==> src/rtl/aux_stamp_pkg.sv <==
package aux_stamp_pkg;
   localparam int NUM_CH    = 2;
   localparam int CH_MASTER = 0;
   localparam int CH_SLAVE  = 1;

   typedef logic [NUM_CH-1:0] ch_vec_t;
endpackage

==> src/rtl/aux_sync.sv <==
module aux_sync #(
   parameter int STAGES = 2
) (
   input  logic clk,
   input  logic rst_n,
   input  logic sw_rst,
   input  logic din,
   output logic dout
);
   logic [STAGES-1:0] stage_q;

   generate
      if (STAGES < 2) begin : g_bad_depth
         $error("aux_sync: STAGES must be at least 2");
      end
   endgenerate

   // first stage samples the asynchronous input
   always_ff @(posedge clk or negedge rst_n) begin
      if (!rst_n)      stage_q[0] <= 1'b0;
      else if (sw_rst) stage_q[0] <= 1'b0;
      else             stage_q[0] <= din;
   end

   // remaining stages form the settling chain
   generate
      for (genvar s = 1; s < STAGES; s++) begin : g_stage
         always_ff @(posedge clk or negedge rst_n) begin
            if (!rst_n)      stage_q[s] <= 1'b0;
            else if (sw_rst) stage_q[s] <= 1'b0;
            else             stage_q[s] <= stage_q[s-1];
         end
      end
   endgenerate

   assign dout = stage_q[STAGES-1];
endmodule

==> src/rtl/aux_rise.sv <==
module aux_rise (
   input  logic clk,
   input  logic rst_n,
   input  logic sw_rst,
   input  logic lvl,
   output logic hit
);
   logic lvl_d;

   always_ff @(posedge clk or negedge rst_n) begin
      if (!rst_n)      lvl_d <= 1'b0;
      else if (sw_rst) lvl_d <= 1'b0;
      else             lvl_d <= lvl;
   end

   assign hit = lvl & ~lvl_d;
endmodule

==> src/rtl/aux_chan.sv <==
module aux_chan #(
   parameter int TIME_W = 64
) (
   input  logic              clk,
   input  logic              rst_n,
   input  logic              sw_rst,
   input  logic              hit,
   input  logic              clr,
   input  logic              irq_on,
   input  logic [TIME_W-1:0] now,
   output logic [TIME_W-1:0] snap,
   output logic              pend,
   output logic              lost,
   output logic              irq
);
   always_ff @(posedge clk or negedge rst_n) begin
      if (!rst_n) begin
         snap <= '0;
         pend <= 1'b0;
         lost <= 1'b0;
      end else if (sw_rst) begin
         snap <= '0;
         pend <= 1'b0;
         lost <= 1'b0;
      end else if (hit) begin
         // capture has priority over a clear on the same edge
         snap <= now;
         pend <= 1'b1;
         lost <= lost | pend;
      end else if (clr) begin
         pend <= 1'b0;
         lost <= 1'b0;
      end
   end

   assign irq = pend & irq_on;
endmodule

==> src/rtl/aux_stamp_capture.sv <==
module aux_stamp_capture
   import aux_stamp_pkg::*;
#(
   parameter int TIME_W      = 64,
   parameter int SYNC_STAGES = 2
) (
   input  logic              clk,
   input  logic              rst_n,
   input  logic              sw_rst,
   input  logic [TIME_W-1:0] sys_time,
   input  logic [1:0]        trig_in,
   input  logic              mask_we,
   input  logic [1:0]        mask_wdata,
   input  logic [1:0]        flag_clr,
   output logic [1:0]        mask_q,
   output logic [TIME_W-1:0] snap_master,
   output logic [TIME_W-1:0] snap_slave,
   output logic [1:0]        evt_flag,
   output logic [1:0]        ovf_flag,
   output logic              irq_master,
   output logic              irq_slave
);
   generate
      if (TIME_W < 1) begin : g_bad_width
         $error("aux_stamp_capture: TIME_W must be positive");
      end
      if (NUM_CH != 2) begin : g_bad_count
         $error("aux_stamp_capture: exactly two channels are supported");
      end
   endgenerate

   logic [TIME_W-1:0] snap_v [NUM_CH];
   ch_vec_t           trig_s;
   ch_vec_t           hit_v;
   ch_vec_t           irq_v;

   // interrupt enables, both off after either reset
   always_ff @(posedge clk or negedge rst_n) begin
      if (!rst_n)       mask_q <= '0;
      else if (sw_rst)  mask_q <= '0;
      else if (mask_we) mask_q <= mask_wdata;
   end

   generate
      for (genvar c = 0; c < NUM_CH; c++) begin : g_ch
         aux_sync #(.STAGES(SYNC_STAGES)) u_sync (
            .clk    (clk),
            .rst_n  (rst_n),
            .sw_rst (sw_rst),
            .din    (trig_in[c]),
            .dout   (trig_s[c])
         );

         aux_rise u_rise (
            .clk    (clk),
            .rst_n  (rst_n),
            .sw_rst (sw_rst),
            .lvl    (trig_s[c]),
            .hit    (hit_v[c])
         );

         aux_chan #(.TIME_W(TIME_W)) u_chan (
            .clk    (clk),
            .rst_n  (rst_n),
            .sw_rst (sw_rst),
            .hit    (hit_v[c]),
            .clr    (flag_clr[c]),
            .irq_on (mask_q[c]),
            .now    (sys_time),
            .snap   (snap_v[c]),
            .pend   (evt_flag[c]),
            .lost   (ovf_flag[c]),
            .irq    (irq_v[c])
         );
      end
   endgenerate

   assign snap_master = snap_v[CH_MASTER];
   assign snap_slave  = snap_v[CH_SLAVE];
   assign irq_master  = irq_v[CH_MASTER];
   assign irq_slave   = irq_v[CH_SLAVE];
endmodule

==> config.mk <==
export PLATFORM = sky130hd
export DESIGN_NAME = aux_stamp_capture
export DESIGN_NICKNAME = d
export VERILOG_FILES = /design/src/rtl/aux_stamp_pkg.sv /design/src/rtl/aux_sync.sv /design/src/rtl/aux_rise.sv /design/src/rtl/aux_chan.sv /design/src/rtl/aux_stamp_capture.sv
export SDC_FILE = /design/constraint.sdc
export NUM_CORES = 1
export LEC_CHECK = 0
export BUFFER_PORTS_ARGS = -buffer_cell sky130_fd_sc_hd__buf_2
export CAP_MARGIN = 5
export CORE_MARGIN = 3
export CORE_UTILIZATION = 46
export CTS_BUF_LIST = sky130_fd_sc_hd__clkbuf_4
export DETAILED_ROUTE_END_ITERATION = 12
export PLACE_DENSITY_LB_ADDON = 0.2
export SLEW_MARGIN = 0
export SYNTH_ARGS = -nofsm -noshare
export SYNTH_HDL_FRONTEND = slang
export SYNTH_SLANG_ARGS = --single-unit
==> constraint.sdc <==
create_clock -name clk -period 1 [get_ports clk]
set_input_delay 0.1 -clock clk [delete_from_list [all_inputs] [get_ports clk]]
set_output_delay 0.1 -clock clk [all_outputs]
set_load 0.01 [all_outputs]
Yosys cells after proc, flatten, opt, wreduce, memory -nomap -nowiden
Cells that the tools add are included.
Operators by class
  bitwise logic cells: 8
  mux-type cells: 22
  reductions and logical operators: 5
Operators with widths (count)
  $mux W64: 4
  $mux W1: 16
  $reduce_bool A2 Y1: 3
  $reduce_bool A3 Y1: 2
  $and A1 B1 Y1: 4
  $mux W2: 2
  $not A1 Y1: 2
  $or A1 B1 Y1: 2
Storage, ports and cells
  flip-flop bits (word level): 140
  input bits: 74

Longest topological paths before layout
Gate-level depths: netlist (run 1).
  depth after elaboration: 4
  depth in mapped cells: 5

Hierarchy
Synthesis (run 1) repeated with hierarchy kept, for this count alone.
Unflattened totals
  cell total of the unflattened synthesis: 454
  area total of the unflattened synthesis: 5735.5 µm²
By module, submodules not included
  aux_chan: seq. area each 1651.6 µm², cells an instance 217, instances 2, area each 2713.9 µm²
  aux_sync: seq. area each 50.0 µm², cells an instance 4, instances 2, area each 62.6 µm²
  aux_rise: seq. area each 25.0 µm², cells an instance 3, instances 2, area each 52.6 µm²
  aux_stamp_capture: seq. area each 50.0 µm², cells an instance 6, instances 1, area each 77.6 µm²

Least setup slack after synthesis (run 1)
No wires, ideal clock.
  path kind: reg2reg
  from: register g_ch[0].u_sync.stage_q[1]
  to: register g_ch[0].u_chan.pend
  path slack: -79 ps
  stages on the path, launching flop included: 6
  data required time: 868 ps
  library setup time: 132 ps
  clock period less this slack: 1079 ps
  arrival time: 947 ps
  path buffers: 2
  cell sequence: dfrtp_1 > and2b_1 > buf_6 > buf_6 > a21oi_1 > nor2_1
Between the ends
  word-level cells in the longest chain between the ends: 3
  elaborated cells on any way between the ends: 4
  classes of those cells: 2 x mux; 1 x bitwise; 1 x reduce/logical
Ends and longest elaborated chain
  start: declaration: line aux_sync.sv:10  | logic [STAGES-1:0] stage_q;
  start signal: indexed assignment: line aux_sync.sv:31  | else stage_q[s] <= stage_q[s-1];
  $and A1 B1 Y1 *: line aux_rise.sv:16  | assign hit = lvl & ~lvl_d;
  $mux W1: line aux_chan.sv:25  | end else if (hit) begin
  $mux W1: line aux_chan.sv:21  | end else if (sw_rst) begin
  end signal: assignment: line aux_chan.sv:19  | pend <= 1'b0;
  end signal: assignment: line aux_chan.sv:23  | pend <= 1'b0;
  end signal: assignment: line aux_chan.sv:28  | pend <= 1'b1;
  end: declaration: line aux_chan.sv:12  | output logic pend,
Mark *: on every way between the ends. The rest lies on a longest branch, timed or not.
A chain may end at the register's enable or synchronous reset.

Worst setup path in the final report (run 1)
  from: register mask_q[0]
  to: output irq_master
Between the ends
  word-level cells in the longest chain between the ends: 1
Ends and longest elaborated chain
  start: declaration: line aux_stamp_capture.sv:15  | output logic [1:0] mask_q,
  start signal: assignment: line aux_stamp_capture.sv:41  | else if (mask_we) mask_q <= mask_wdata;
  $and A1 B1 Y1: line aux_chan.sv:36  | assign irq = pend & irq_on;
  end: declaration: line aux_stamp_capture.sv:20  | output logic irq_master,
Every way passes these cells.

==> impl_metrics.ini, run 1 <==
[yosys]
synth.avg_cell_area_um2 = 9.26
synth_commonest_cells = nand2_1, dfrtp_1, a21oi_1
synthTopCellsByArea = dfrtp_1, nand2_1, a21oi_1
syn_inst = 602
synth.cell_area_um2 = 5570
synthMostInstantiatedCell = nand2_1
synth.distinct_cells = 15
yosys_warnings = 0
yosys_register_bits = 140
yosys.area.top_type_share = 0.629
synth_largest_area_cell = dfrtp_1
ys_seq_area_frac = 0.629
synth_edf_count = 0
async_flop_share = 1.00
synth_nets = 676
synth_flop_cell = dfrtp_1

[pwr]
cellLeakagePower_nw = 5.85
total_power_mw = 11.9
power.density_nw_per_um2 = 1070
ir_drop_mv = 0.800

[clock_tree]
clk_latency_ps = 570
clockRootBuffer = clkbuf_4
htreeDepth = 4
clockBufferDepth = 2
cts_tree = yes
clock_sinks = 140
clkTransAtPathRegs_ps = 110
cts_buffers = 17

[sta]
clock_skew_ps = 16.0
min_period_ps = 1430
relSlewSlack = 0.762
whs_ps = 334
finalHoldViolations = 0
rsz0062_at_grt = true
tns_ps = -71290
setup_viol = 268
tightestPinTransition_ps = 357
post-route-period-util = 1.43
max_freq_mhz = 698
fin_ws_ps = -432
slew_violations = 0

[critical_path]
worstPathArrival_ps = 1330
criticalPathCategory = reg2out
cp_slowest_stage_delay_ps = 440
cp_top_family = flip-flops
path_max_fanout = 3
critPathCaptureType = output pin
critPathBufInv = 1
startpoint_type = flop
crit_slowest_cell = dfrtp_1
path_cells = and2_1, buf_2
crit_required_ps = 900

[die]
initial_core_util = 0.480
core_area_um2 = 11600
rows = 39
die-height_um = 116
die_width_um = 116
pin_count = 210
die_area_um2 = 13500

[cells_and_area]
fin_nets = 1088
drive_gt1_frac = 0.666
fin_util = 0.959
finalNonFillerCells = 1167
n_fill_cell = 258
fin_area_um2 = 11100
syn_to_final_growth_pct = 99.8
insertedDiodeCount = 0
regArea_um2 = 3500
multiInputGateArea_um2 = 3230

[route]
drtAntennaViolNets = 0
drt_drc_violations_left = 0
first_pass_iters = 5
wl_um = 31000
drtIter0Drc = 699
post_drt_wl_per_cell_um = 26.5
viasPerCell = 6.08
vias = 7094

[worst_hold_path]
hold_class = in2reg

[placement]
port-buffer-count = 209
placed_cell_area_um2 = 6850
gp_congestion = 0.840
dp_hpwl_um = 10300
dpl_worst_slack_ps = -182
post-place-cells = 923

[grt]
grt_max_degree = 51
grt_pass1_wl_um = 32300
grt_pass1_vias = 6252
antenna_found_initial = 0
overflow = 0
track_usage = 0.319

[flow_run]
maxCapViolCount = 0

[run_status]
status = finished, violations left
violations = negative setup slack
[cell type report]
cell class	count	share of cell area
Timing Repair Buffer	443	0.360
Sequential cell	140	0.315
Tap cell	143	0.0161
Clock inverter	6	0.00225
Multi-Input combinational cell	410	0.290
Inverter	2	0.000674
Clock buffer	23	0.0155
[state kept, by name, indices dropped and copies added (netlist names)]
signal and cells:
g_ch.u_chan.lost 2, g_ch.u_chan.pend 2, g_ch.u_chan.snap 128, g_ch.u_rise.lvl_d 2, g_ch.u_sync.dout 2, g_ch.u_sync.stage_q 2
mask_q 2
[cell families after synthesis]
| kind of cell | count (synthesis) | share of synthesized area |
|---|---|---|
| simple gates | 274 | 0.190 |
| flops | 140 | 0.629 |
| compound gates | 134 | 0.120 |
| buf+inv | 52 | 0.0570 |
| mux | 2 | 0.00359 |
[placed cells by master (no fill, tap or decap), types with 2 or more instances in the layout]
master           n
buf_2          164
nand2_2         37
a21oi_2        129
nor2b_1          6
buf_16           6
inv_1            2
clkinv_2         2
nand2_4        114
nand2b_4         2
dfrtp_1        140
dlygate4sd3_1   74
buf_4           96
buf_6           60
clkinv_1         4
clkbuf_4        23
nor2_1           4
buf_12          35
mux2i_1          2
and2b_4          2
nand2_1        107
a21oi_4          2
clkbuf_16        7
[power by group]
group | switching [mW] | leakage (nW) | internal, mW | total (mW)
Sequential | 0.146 | 1.92 | 5.84 | 5.99
Combinational | 1.49 | 3.81 | 1.25 | 2.74
Clock | 2.08 | 0.120 | 1.07 | 3.15
Total | 3.72 | 5.85 | 8.16 | 11.9
[per-layer routing]
layer	global-route usage	vias up	share of wire
met5	0	-	0
met4	0.150	0	0.097
met3	0.0783	262	0.096
met2	0.553	667	0.49
met1	0.372	3405	0.32
li1	-	2760	-
[worst reg2reg max path, stage by stage, from the launching register on]
cell and delay [ps]:
dfrtp_1 410, and2b_4 350, buf_6 130, buf_12 150
nand2_4 70, a21oi_2 230
[path summary, 6_finish.rpt]
kind                                           start  slack [ps]  depth (start not counted)                        end
max                                        mask_q[0]        -430                          2                 irq_master
min                                       trig_in[0]         330                          3  g_ch[0].u_sync.stage_q[0]
max reg2reg                     g_ch[0].u_rise.lvl_d        -410                          5     g_ch[0].u_chan.snap[8]
min reg2reg                g_ch[1].u_sync.stage_q[0]         490                          1        g_ch[1].u_sync.dout
max in group asynchronous                      rst_n          10                          4    g_ch[0].u_chan.snap[50]
min in group asynchronous                      rst_n         550                          3    g_ch[0].u_chan.snap[60]
[what timing repair did]
| item | in CTS | in global routing |
|---|---|---|
| endpoints found under the setup margin | 268 | 340 |
| endpoints found under the hold margin | 280 | 0 |
| resized for setup | 226 | 304 |
| pin swaps | 103 | 175 |
| cloned | 18 | 10 |
| hold buffers | 74 | 0 |
| setup buffers | 55 | 83 |
Power figures use the tool's default switching activity.
==> run 2: changes to the inputs <==
--- a/config.mk
+++ b/config.mk
@@ -7,6 +7,7 @@
 export LEC_CHECK = 0
 export BUFFER_PORTS_ARGS = -buffer_cell sky130_fd_sc_hd__buf_2
 export CAP_MARGIN = 5
+export CORE_ASPECT_RATIO = 1.5
 export CORE_MARGIN = 3
 export CORE_UTILIZATION = 46
 export CTS_BUF_LIST = sky130_fd_sc_hd__clkbuf_4
==> impl_metrics.ini, run 2 (synthesis gave the netlist of run 1 again) <==
[die]
initial_core_util = 0.478
die_width_um = 95.9
die_area_um2 = 13500
core_area_um2 = 11700
rows = 48
die-height_um = 141
pin_count = 210

[grt]
antenna_found_initial = 1
grt_pass1_vias = 6190
grt_max_degree = 50
gr-usage-met3 = 0.0779
overflow = 0
grtUsageMet2 = 0.538
grt_pass1_wl_um = 31800
track_usage = 0.311
gr-usage-met1 = 0.349
top_usage_layer = met2

[placement]
post-place-cells = 936
placed_cell_area_um2 = 6870
port-buffer-count = 209
gp_congestion = 0.801
dp_hpwl_um = 10800

[route]
viasPerCell = 5.64
drt_drc_violations_left = 0
wl_um = 25300
first_pass_iters = 4
post_drt_wl_per_cell_um = 22.4
drtIter0Drc = 339
drtAntennaViolNets = 0
vias = 6367

[pwr]
combinationalPowerShare = 0.185
power_switching_mw = 3.59
ir_drop_mv = 1.15
p_int_mw = 9.20
sw_frac_of_total = 0.281
clockPowerShare = 0.348
seqPwrFrac = 0.467
cellLeakagePower_nw = 5.55
power.density_nw_per_um2 = 1210

[clock_tree]
cts_tree = yes
clockRootBuffer = clkbuf_4
htreeDepth = 4
clockBufferDepth = 2
cts_hold_buffers = 73
clkTransAtPathRegs_ps = 130
cts_buffers = 17
clk_latency_ps = 540
clock_sinks = 140

[cells_and_area]
n_fill_cell = 455
layout_commonest_cell = buf_2
top_register = g_ch.u_chan.snap
fin_util = 0.906
fin_area_um2 = 10600
fin_nets = 1039
layout_common_cells = buf_2, dfrtp_1, a21oi_2
drive_gt1_frac = 0.629
syn_to_final_growth_pct = 89.4
finalNonFillerCells = 1129
largest_reg_flops = 128

[sta]
fin_ws_ps = -379
rsz0062_at_grt = true
setup_viol = 268
clock_skew_ps = 23.9
tns_ps = -60670
post-route-period-util = 1.38
max_freq_mhz = 725
slew_violations = 0
finalHoldViolations = 0
tightestPinTransition_ps = 349
relSlewSlack = 0.767
min_period_ps = 1380

[critical_path]
critPathBufInv = 1
reg2reg_from = g_ch[0].u_rise.lvl_d
critPathCaptureType = output pin
startpoint_type = flop
crit_slowest_cell = dfrtp_1
path_max_fanout = 3
cp_slowest_stage_delay_ps = 460
criticalPathCategory = reg2out
crit_required_ps = 900
r2r-end = g_ch[0].u_chan.snap[16]
r2r_slack_ps = -360
cp_top_family = flip-flops
worstPathArrival_ps = 1280
ff2ff_path_depth = 5
path_cells = and2_1, buf_2

[worst_hold_path]
hold_class = in2async

[flow_run]
maxCapViolCount = 0

[run_status]
status = finished, violations left
violations = negative setup slack
run 2: cell types whose count changed in the layout (fill, tap and decap cells not counted), sizes merged:
cell         previous run  this run
buf                   362       320
bufinv                  0         5
clkinv                  6         4
clkbuf                 30        21
dlygate4sd3            74        73
clkinvlp                0         3
diode                   0         1
run 2: area by class of cell:
| class | count | area (um^2) | area share |
|---|---|---|---|
| Antenna cell | 1 | 2.50 | 0.000237 |
| Multi-Input combinational cell | 410 | 3140 | 0.298 |
| Sequential cell | 140 | 3500 | 0.332 |
| Inverter | 2 | 7.51 | 0.000711 |
| Clock buffer | 20 | 150 | 0.0142 |
| Tap cell | 150 | 188 | 0.0178 |
| Clock inverter | 12 | 195 | 0.0185 |
| Timing Repair Buffer | 394 | 3370 | 0.319 |
run 2: worst reg2reg max path: cells and delay by family (launching register included):
family	cells	cell delay [ps]
flip-flops	1	390
buffers and inverters	2	350
AO/OA/AOI/OAI	1	130
AND/OR/NAND/NOR	2	430
run 2: power groups by stage:
stage | Combinational [mW] | Sequential, mW | Clock, mW
after floorplan | 0.467 | 6.12 | 0
after global placement | 1.19 | 6.04 | 0
after detailed placement | 1.21 | 6.05 | 0
after CTS | 1.92 | 5.94 | 4.41
after global routing | 2.48 | 5.99 | 4.70
final | 2.37 | 5.98 | 4.45
run 2: repair_timing:
| item | in CTS | in global routing |
|---|---|---|
| gates resized for setup | 214 | 259 |
| buffers inserted | 42 | 45 |
| setup endpoints to repair | 268 | 268 |
| gates cloned | 12 | 1 |
| hold endpoints to repair | 276 | 10 |
| pin swaps | 110 | 178 |
run 2: per-layer routing:
| metal | part of all wire | vias up |
|---|---|---|
| met3 | 0.068 | 138 |
| met5 | 0 | - |
| met4 | 0.069 | 0 |
| met2 | 0.54 | 423 |
| met1 | 0.33 | 3146 |
| li1 | - | 2660 |
run 2: how the worst max path moves through the flow:
stage                     slack [ps]                       to                 start  cells past startpoint
after floorplan                  -60      g_ch[0].u_chan.pend   g_ch[0].u_sync.dout                      5
after global placement          -130      g_ch[1].u_chan.lost  g_ch[1].u_rise.lvl_d                      4
after detailed placement        -220  g_ch[0].u_chan.snap[53]  g_ch[0].u_rise.lvl_d                      4
after CTS                       -370                irq_slave   g_ch[1].u_chan.pend                      2
after global routing            -440               irq_master   g_ch[0].u_chan.pend                      2
final                           -380               irq_master   g_ch[0].u_chan.pend                      2
run 2: stage by stage:
| step | setup WS (ps) | power (mW) | hold slack [ps] |
|---|---|---|---|
| after global routing | -442 | 13.2 | -1.37 |
| after floorplan | -61.0 | 6.59 | -196 |
| after CTS | -371 | 12.3 | -12.8 |
| final | -379 | 12.8 | 10.5 |
| after global placement | -133 | 7.23 | 7.12 |
| after detailed placement | -216 | 7.26 | 16.7 |
